**src/rtl/gcd_pkg.sv**
```systemverilog
package gcd_pkg;

  // Controller states, one per statement of the loop
  typedef enum logic [2:0] {
    ST_WAIT  = 3'd0,
    ST_TEST  = 3'd1,
    ST_CMP   = 3'd2,
    ST_SUBA  = 3'd3,
    ST_SUBB  = 3'd4,
    ST_FIN   = 3'd5
  } state_e;

  // Commands from controller to datapath
  typedef enum logic [2:0] {
    CMD_IDLE  = 3'd0,
    CMD_LOAD  = 3'd1,
    CMD_AMB   = 3'd2,
    CMD_BMA   = 3'd3,
    CMD_CLEAR = 3'd4
  } cmd_e;

  // Per-register input select
  typedef enum logic [1:0] {
    SEL_HOLD = 2'd0,
    SEL_IN   = 2'd1,
    SEL_DIFF = 2'd2,
    SEL_ZERO = 2'd3
  } sel_e;

  localparam int unsigned NREG = 2;

endpackage

```
**src/rtl/gcd_rst_sync.sv**
```systemverilog
module gcd_rst_sync #(
  parameter int unsigned STAGES = 2
) (
  input  logic clk,
  input  logic rst_n,
  output logic rst_sync_n
);
  logic [STAGES-1:0] sh_q;

  always_ff @(posedge clk or negedge rst_n) begin
    if (!rst_n) sh_q <= '0;
    else        sh_q <= {sh_q[STAGES-2:0], 1'b1};
  end

  assign rst_sync_n = sh_q[STAGES-1];
endmodule

```
**src/rtl/gcd_ctrl.sv**
```systemverilog
module gcd_ctrl
  import gcd_pkg::*;
(
  input  logic   clk,
  input  logic   rst_n,
  input  logic   start,
  input  logic   flag_ne,
  input  logic   flag_gt,
  input  logic   in_zero,
  output cmd_e   cmd,
  output state_e state,
  output logic   done
);
  state_e st_q, st_d;

  always_comb begin
    st_d = st_q;
    cmd  = CMD_IDLE;
    case (st_q)
      ST_WAIT: begin
        if (start) begin
          if (in_zero) begin
            cmd  = CMD_CLEAR;
            st_d = ST_FIN;
          end else begin
            cmd  = CMD_LOAD;
            st_d = ST_TEST;
          end
        end
      end
      ST_TEST: st_d = flag_ne ? ST_CMP : ST_FIN;
      ST_CMP:  st_d = flag_gt ? ST_SUBA : ST_SUBB;
      ST_SUBA: begin
        cmd  = CMD_AMB;
        st_d = ST_TEST;
      end
      ST_SUBB: begin
        cmd  = CMD_BMA;
        st_d = ST_TEST;
      end
      ST_FIN:  if (start) st_d = ST_WAIT;
      default: st_d = ST_WAIT;
    endcase
  end

  always_ff @(posedge clk or negedge rst_n) begin
    if (!rst_n) st_q <= ST_WAIT;
    else        st_q <= st_d;
  end

  assign state = st_q;
  assign done  = (st_q == ST_FIN);
endmodule

```
**src/rtl/gcd_cmd_table.sv**
```systemverilog
module gcd_cmd_table
  import gcd_pkg::*;
(
  input  cmd_e cmd,
  output sel_e sel [NREG]
);
  always_comb begin
    sel[0] = SEL_HOLD;
    sel[1] = SEL_HOLD;
    case (cmd)
      CMD_LOAD:  begin sel[0] = SEL_IN;   sel[1] = SEL_IN;   end
      CMD_AMB:   begin sel[0] = SEL_DIFF; sel[1] = SEL_HOLD; end
      CMD_BMA:   begin sel[0] = SEL_HOLD; sel[1] = SEL_DIFF; end
      CMD_CLEAR: begin sel[0] = SEL_ZERO; sel[1] = SEL_ZERO; end
      default:   begin sel[0] = SEL_HOLD; sel[1] = SEL_HOLD; end
    endcase
  end
endmodule

```
**src/rtl/gcd_dpath.sv**
```systemverilog
module gcd_dpath
  import gcd_pkg::*;
#(
  parameter int unsigned W = 16
) (
  input  logic         clk,
  input  logic         rst_n,
  input  logic [W-1:0] in_a,
  input  logic [W-1:0] in_b,
  input  sel_e         sel [NREG],
  output logic [W-1:0] a_q,
  output logic [W-1:0] b_q,
  output logic         flag_ne,
  output logic         flag_gt,
  output logic         in_zero
);
  logic [W-1:0] op_in [NREG];
  logic [W-1:0] reg_q [NREG];

  assign op_in[0] = in_a;
  assign op_in[1] = in_b;

  // Symmetric register slices: each subtracts its partner from itself
  for (genvar i = 0; i < NREG; i++) begin : g_reg
    localparam int unsigned OTHER = NREG - 1 - i;
    logic [W-1:0] q, d, diff;
    logic         en;

    assign diff = q - reg_q[OTHER];
    assign en   = (sel[i] != SEL_HOLD);

    always_comb begin
      case (sel[i])
        SEL_IN:   d = op_in[i];
        SEL_DIFF: d = diff;
        SEL_ZERO: d = '0;
        default:  d = q;
      endcase
    end

    always_ff @(posedge clk or negedge rst_n) begin
      if (!rst_n)  q <= '0;
      else if (en) q <= d;
    end

    assign reg_q[i] = q;
  end

  assign a_q     = reg_q[0];
  assign b_q     = reg_q[1];
  assign flag_ne = (reg_q[0] != reg_q[1]);
  assign flag_gt = (reg_q[0] >  reg_q[1]);
  assign in_zero = (in_a == '0) || (in_b == '0);
endmodule

```
**src/rtl/gcd_fsmd.sv**
```systemverilog
module gcd_fsmd
  import gcd_pkg::*;
#(
  parameter int unsigned W          = 16,
  parameter int unsigned SYNC_DEPTH = 2
) (
  input  logic         clk,
  input  logic         rst_n,
  input  logic         start,
  input  logic [W-1:0] in_a,
  input  logic [W-1:0] in_b,
  output logic [W-1:0] out_a,
  output logic         done
);
  logic         rst_sync_n;
  cmd_e         cmd;
  state_e       st;
  sel_e         sel [NREG];
  logic [W-1:0] a_q, b_q;
  logic         flag_ne, flag_gt, in_zero;

  gcd_rst_sync #(.STAGES(SYNC_DEPTH)) u_rst (
    .clk        (clk),
    .rst_n      (rst_n),
    .rst_sync_n (rst_sync_n)
  );

  gcd_ctrl u_ctrl (
    .clk     (clk),
    .rst_n   (rst_sync_n),
    .start   (start),
    .flag_ne (flag_ne),
    .flag_gt (flag_gt),
    .in_zero (in_zero),
    .cmd     (cmd),
    .state   (st),
    .done    (done)
  );

  gcd_cmd_table u_tab (
    .cmd (cmd),
    .sel (sel)
  );

  gcd_dpath #(.W(W)) u_dp (
    .clk     (clk),
    .rst_n   (rst_sync_n),
    .in_a    (in_a),
    .in_b    (in_b),
    .sel     (sel),
    .a_q     (a_q),
    .b_q     (b_q),
    .flag_ne (flag_ne),
    .flag_gt (flag_gt),
    .in_zero (in_zero)
  );

  assign out_a = a_q;
endmodule

```
**config.mk**
```make
export PLATFORM = sky130hd
export DESIGN_NAME = gcd_fsmd
export DESIGN_NICKNAME = d
export VERILOG_FILES = /design/src/rtl/gcd_pkg.sv /design/src/rtl/gcd_rst_sync.sv /design/src/rtl/gcd_ctrl.sv /design/src/rtl/gcd_cmd_table.sv /design/src/rtl/gcd_dpath.sv /design/src/rtl/gcd_fsmd.sv
export SDC_FILE = /design/constraint.sdc
export NUM_CORES = 1
export LEC_CHECK = 0
export BUFFER_PORTS_ARGS = -buffer_cell sky130_fd_sc_hd__buf_4
export CORE_MARGIN = 5
export CORE_UTILIZATION = 55
export CTS_BUF_LIST = sky130_fd_sc_hd__clkbuf_4 sky130_fd_sc_hd__clkbuf_8
export CTS_CLUSTER_SIZE = 28
export DETAILED_ROUTE_END_ITERATION = 7
export PLACE_DENSITY = 0.81
export REMOVE_ABC_BUFFERS = 1
export SLEW_MARGIN = 20
export SYNTH_ARGS = -nofsm -noshare
export SYNTH_HDL_FRONTEND = slang
export SYNTH_HIERARCHICAL = 1
export SYNTH_SLANG_ARGS = --single-unit
```
**constraint.sdc**
```tcl
create_clock -name clk -period 1.75 [get_ports clk]
set_clock_uncertainty 0.15 [all_clocks]
set_input_delay 0.35 -clock clk [delete_from_list [all_inputs] [get_ports clk]]
set_output_delay 0.35 -clock clk [all_outputs]
set_load 0.01 [all_outputs]
```
==> impl_metrics.env, run 1 <==
export IMPL_status="stopped before the end"
export IMPL_haltStage="5_1_grt"
export IMPL_stop_error="[ERROR DPL-0038] Utilization greater than 100%, impossible to legalize"
export IMPL_grt_max_degree=36
export IMPL_ys_top_cells_by_area="dfrtp_1 (26%), ha_1 (11%), mux2i_1 (9.7%)"
export IMPL_syn_inst=443
export IMPL_numCtsBuffers=5
export IMPL_avgSynthCellArea_sq_um=8.14
export IMPL_synth_top_cells_by_count="inv_1 (40), dfrtp_1 (37), mux2i_1 (35), a21oi_1 (31), ha_1 (31)"
export IMPL_num_io_pins=52
export IMPL_ctsHtreeMaxLevel=2
export IMPL_dpl_instance_area_sq_um=5070
export IMPL_synth_edf_count=0
export IMPL_syn_cell_area_sq_um=3600
export IMPL_yosys_area_top_type="dfrtp_1"
export IMPL_synth_seq_area_share_pct=25.7
export IMPL_synth_top_area_share_pct=25.7
export IMPL_core_rowCount=29
export IMPL_die_x_um=91.0
export IMPL_dp_final_hpwl_um=11000
export IMPL_fp_dieH_um=91.0
export IMPL_cts_root_buffer="clkbuf_8"
export IMPL_synth_cell_type_count=54
export IMPL_async_flop_share_pct=100
export IMPL_cts_sinks=37
export IMPL_synthFlopType="dfrtp_1"
export IMPL_io_buffers=51
export IMPL_gp_congestion=0.998
export IMPL_worst_endpoint="u_dp/b_q[12]$_DFFE_PN0P_/D"
export IMPL_synth_seq_cells=37
export IMPL_yosysMostFrequentCell="inv_1"
export IMPL_initial_core_util_pct=56.8
export IMPL_worstEpCategory="sequential cell input"
export IMPL_ys_warn_count=6
export IMPL_clock_path_buffers=2
[kinds of logic after synthesis]
family                     after synthesis  synth area share [%]
AOI/OAI and AO/OA                      130                  24.4
xor gates and xnor gates                 6                  1.46
DFF                                     37                  25.7
adders and majority gates               33                  11.9
and+or+nand+nor                        128                  17.7
other                                    1                 0.104
buffers and inverters                   71                  8.33
muxes                                   37                  10.4
[through the flow]
step | cells | util (%) | TNS (ns) | worst slack, ns
floorplan | 412 | - | -88.45 | -2.93
global placement | 690 | 79.8 | -37.97 | -1.36
detailed placement | 690 | 79.8 | -45.29 | -1.57
CTS | 733 | 95.8 | -26.09 | -0.911
[timing repair]
item / 4_1_cts
pin swaps: 50
setup buffers: 36
hold buffers: 1
gates cloned: 3
endpoints found under the setup margin: 36
gates resized for setup: 130
hold endpoints to repair: 2
==> inputs of run 2 (changes only) <==
--- a/config.mk
+++ b/config.mk
@@ -7,11 +7,9 @@
 export LEC_CHECK = 0
 export BUFFER_PORTS_ARGS = -buffer_cell sky130_fd_sc_hd__buf_4
 export CORE_MARGIN = 5
-export CORE_UTILIZATION = 55
-export CTS_BUF_LIST = sky130_fd_sc_hd__clkbuf_4 sky130_fd_sc_hd__clkbuf_8
-export CTS_CLUSTER_SIZE = 28
+export CORE_UTILIZATION = 40
 export DETAILED_ROUTE_END_ITERATION = 7
-export PLACE_DENSITY = 0.81
+export PLACE_DENSITY_LB_ADDON = 0.15
 export REMOVE_ABC_BUFFERS = 1
 export SLEW_MARGIN = 20
 export SYNTH_ARGS = -nofsm -noshare
==> run 2 against run 1 <==
- the flow now finishes, with violations (negative setup slack)
- synthesized area unchanged
- synthesized cell count unchanged
==> impl_metrics.env, run 2 <==
export IMPL_status="finished, violations left"
export IMPL_violations="negative setup slack"
export IMPL_worst_slew_pin_transition_ns=0.507
export IMPL_dp_cells=728
export IMPL_grt_use_met1_pct=33.8
export IMPL_avgSynthCellArea_sq_um=8.14
export IMPL_setup_tns_ns=-27.49
export IMPL_slew_viol_final=0
export IMPL_num_io_pins=52
export IMPL_leakagePower_uw=0.00277
export IMPL_ys_top_cells_by_area="dfrtp_1 (26%), ha_1 (11%), mux2i_1 (9.7%)"
export IMPL_clock_path_buffers=2
export IMPL_fillCellCount=674
export IMPL_rsz0062_at_grt="yes"
export IMPL_fp_dieH_um=105
export IMPL_synth_top_family_by_area="compound AO/OA/AOI/OAI gates"
export IMPL_max_slew_margin_pct=66.2
export IMPL_timing_final_crit_period_ns=2.67
export IMPL_initial_core_util_pct=41.1
export IMPL_syn2layout_area_growth_pct=70.0
export IMPL_synth_top_area_share_pct=25.7
export IMPL_critPathLaunch="in_a[13]"
export IMPL_start_kind="input port"
export IMPL_finalNetCount=722
export IMPL_synth_adder_area_share_pct=11.9
export IMPL_async_flop_share_pct=100
export IMPL_ctsHtreeMaxLevel=2
export IMPL_end_kind="register"
export IMPL_viasPerCell=5.73
export IMPL_core_rowCount=34
export IMPL_synth_seq_area_share_pct=25.7
export IMPL_max_freq_mhz=374
export IMPL_timing_rr_start="u_dp/b_q[0]"
export IMPL_met3_usage_pct=3.51
export IMPL_routedWlPerCell_um=19.1
export IMPL_finalSetupViolations=36
export IMPL_grt_pass1_vias=4370
export IMPL_postLayoutSetupSlackWorst_ns=-0.924
export IMPL_numCtsBuffers=5
export IMPL_total_power_uw=15300
export IMPL_clk_pin_slew_ns=0.08
export IMPL_grt_busiest_layer="met2"
export IMPL_drive_gt1_share_pct=49.4
export IMPL_cts_sinks=37
export IMPL_grtUsageMet2_pct=42.0
export IMPL_cts_root_buffer="clkbuf_8"
export IMPL_synth_seq_cells=37
export IMPL_hold_path_class="register to asynchronous set/reset pin"
export IMPL_synth_edf_count=0
export IMPL_die_x_um=105
export IMPL_min_period_over_period_pct=153
export IMPL_path_max_fanout=4
export IMPL_ys_warn_count=6
export IMPL_synth_cell_type_count=54
export IMPL_clkLatencyLatePin_ns=0.30
export IMPL_drc_errors=0
export IMPL_diodes=0
export IMPL_antenna_found_initial=0
export IMPL_mostFrequentLayoutCell="buf_4"
export IMPL_peakVddDrop_mv=1.31
export IMPL_drt_iter0_markers=304
export IMPL_synth_simple_area_share_pct=17.7
export IMPL_antenna_violating_nets_post_route=0
export IMPL_grt_max_degree=36
export IMPL_synth_compound_area_share_pct=24.4
export IMPL_powerDensity_nw_per_um2=2500
export IMPL_cts_tree="built"
export IMPL_syn_cell_area_sq_um=3600
export IMPL_overflow=0
export IMPL_final_cell_mix="buf_4 (207), inv_1 (36), dfrtp_1 (35)"
export IMPL_place_ws_ns=-1.35
export IMPL_yosysMostFrequentCell="inv_1"
export IMPL_yosys_area_top_type="dfrtp_1"
export IMPL_cap_violations=0
export IMPL_hold_violations=0
export IMPL_gp_congestion=0.967
export IMPL_fin_hold_ws_ns=0.149
export IMPL_synthFlopType="dfrtp_1"
export IMPL_synth_xor_area_share_pct=1.46
export IMPL_grt_total_usage_pct=25.2
export IMPL_synth_top_cells_by_count="inv_1 (40), dfrtp_1 (37), mux2i_1 (35), a21oi_1 (31), ha_1 (31)"
export IMPL_grt_first_pass_wirelength_um=22500
export IMPL_muxShareOfSynthArea_pct=10.4
export IMPL_drt_total_wl_um=14600
export IMPL_cp_required_ns=1.83
export IMPL_stdcell_count=762
export IMPL_first_pass_iters=5
export IMPL_syn_inst=443
export IMPL_core_sq_um=8760
export IMPL_vias=4368
export IMPL_critPathArrivalTime_ns=2.75
export IMPL_dieArea_sq_um=11000
export IMPL_critPathKind="input port to register"
export IMPL_io_buffers=51
export IMPL_dp_final_hpwl_um=10800
==> run 2: metal layers <==
metal	part of all wire (%)	wire length, um	vias up
met5	0	0	-
met3	7.3	1060	35
met1	42	6070	2089
li1	-	-	2048
met2	48	7070	196
met4	2.6	384	0
==> run 2: final cells by class <==
class | instances | area [sq um] | share of cell area [%]
timing repair buffer | 235 | 1930 | 31.4
sequential | 37 | 928 | 15.2
clock buffer | 7 | 86.3 | 1.41
tap | 108 | 135 | 2.21
multi-input combinational | 335 | 2900 | 47.3
inverter | 40 | 150 | 2.45
==> run 2: logic make-up after synthesis <==
logic type | after synthesis
AND/OR/NAND/NOR | 128
buffers and inverters | 71
adder cells (fa/ha/maj) | 33
XOR/XNOR | 6
flip-flops | 37
multiplexers | 37
other | 1
AO/OA/AOI/OAI | 130
==> run 2: final timing paths <==
kind | slack (ns) | end | depth (start not counted)
worst min-delay path | 0.15 | u_dp/a_q[3] | 1
worst max-delay path | -0.92 | u_dp/a_q[13] | 14
min in group clk | 0.19 | u_dp/a_q[3] | 3
worst max register to register | -0.80 | u_dp/b_q[14] | 9
worst min register to register | 0.15 | u_dp/a_q[3] | 1
max in group asynchronous | 0.93 | u_ctrl/state[1] | 1
==> run 2: power breakdown <==
group          leakage [uW]  internal, uW  switching (uW)  total (uW)
registers          0.000444          1300             331        1630
clock network     0.0000443           313             326         640
logic               0.00228          6500            6530       13000
==> run 2: worst max-delay path: stages <==
cell and delay (ns):
buf_4 0.12, nor4_1 0.34, nand4_1 0.15, nand2_1 0.14, nand2_1 0.08, nor4_1 0.20
buf_4 0.22, nand2b_4 0.08, a21oi_2 0.16, buf_6 0.14, nor2b_4 0.17, nand2_1 0.09
or4_4 0.41, nand3_1 0.09
==> run 2: stage by stage <==
stage | util, % | instance area, sq um
floorplan | - | 3450
global placement | 58.9 | 5160
detailed placement | 58.9 | 5160
CTS | 66.2 | 5800
global route | 69.9 | 6130
finish | 69.9 | 6130
==> run 2: repair_timing <==
action,4_1_cts,5_1_grt
hold buffers,1,0
pin swaps,46,24
setup buffers,18,16
gates resized for setup,86,52
endpoints found under the setup margin,36,36
cloned,0,0
hold endpoints to repair,2,0
No activity file was read; power rests on OpenSTA's default activity.
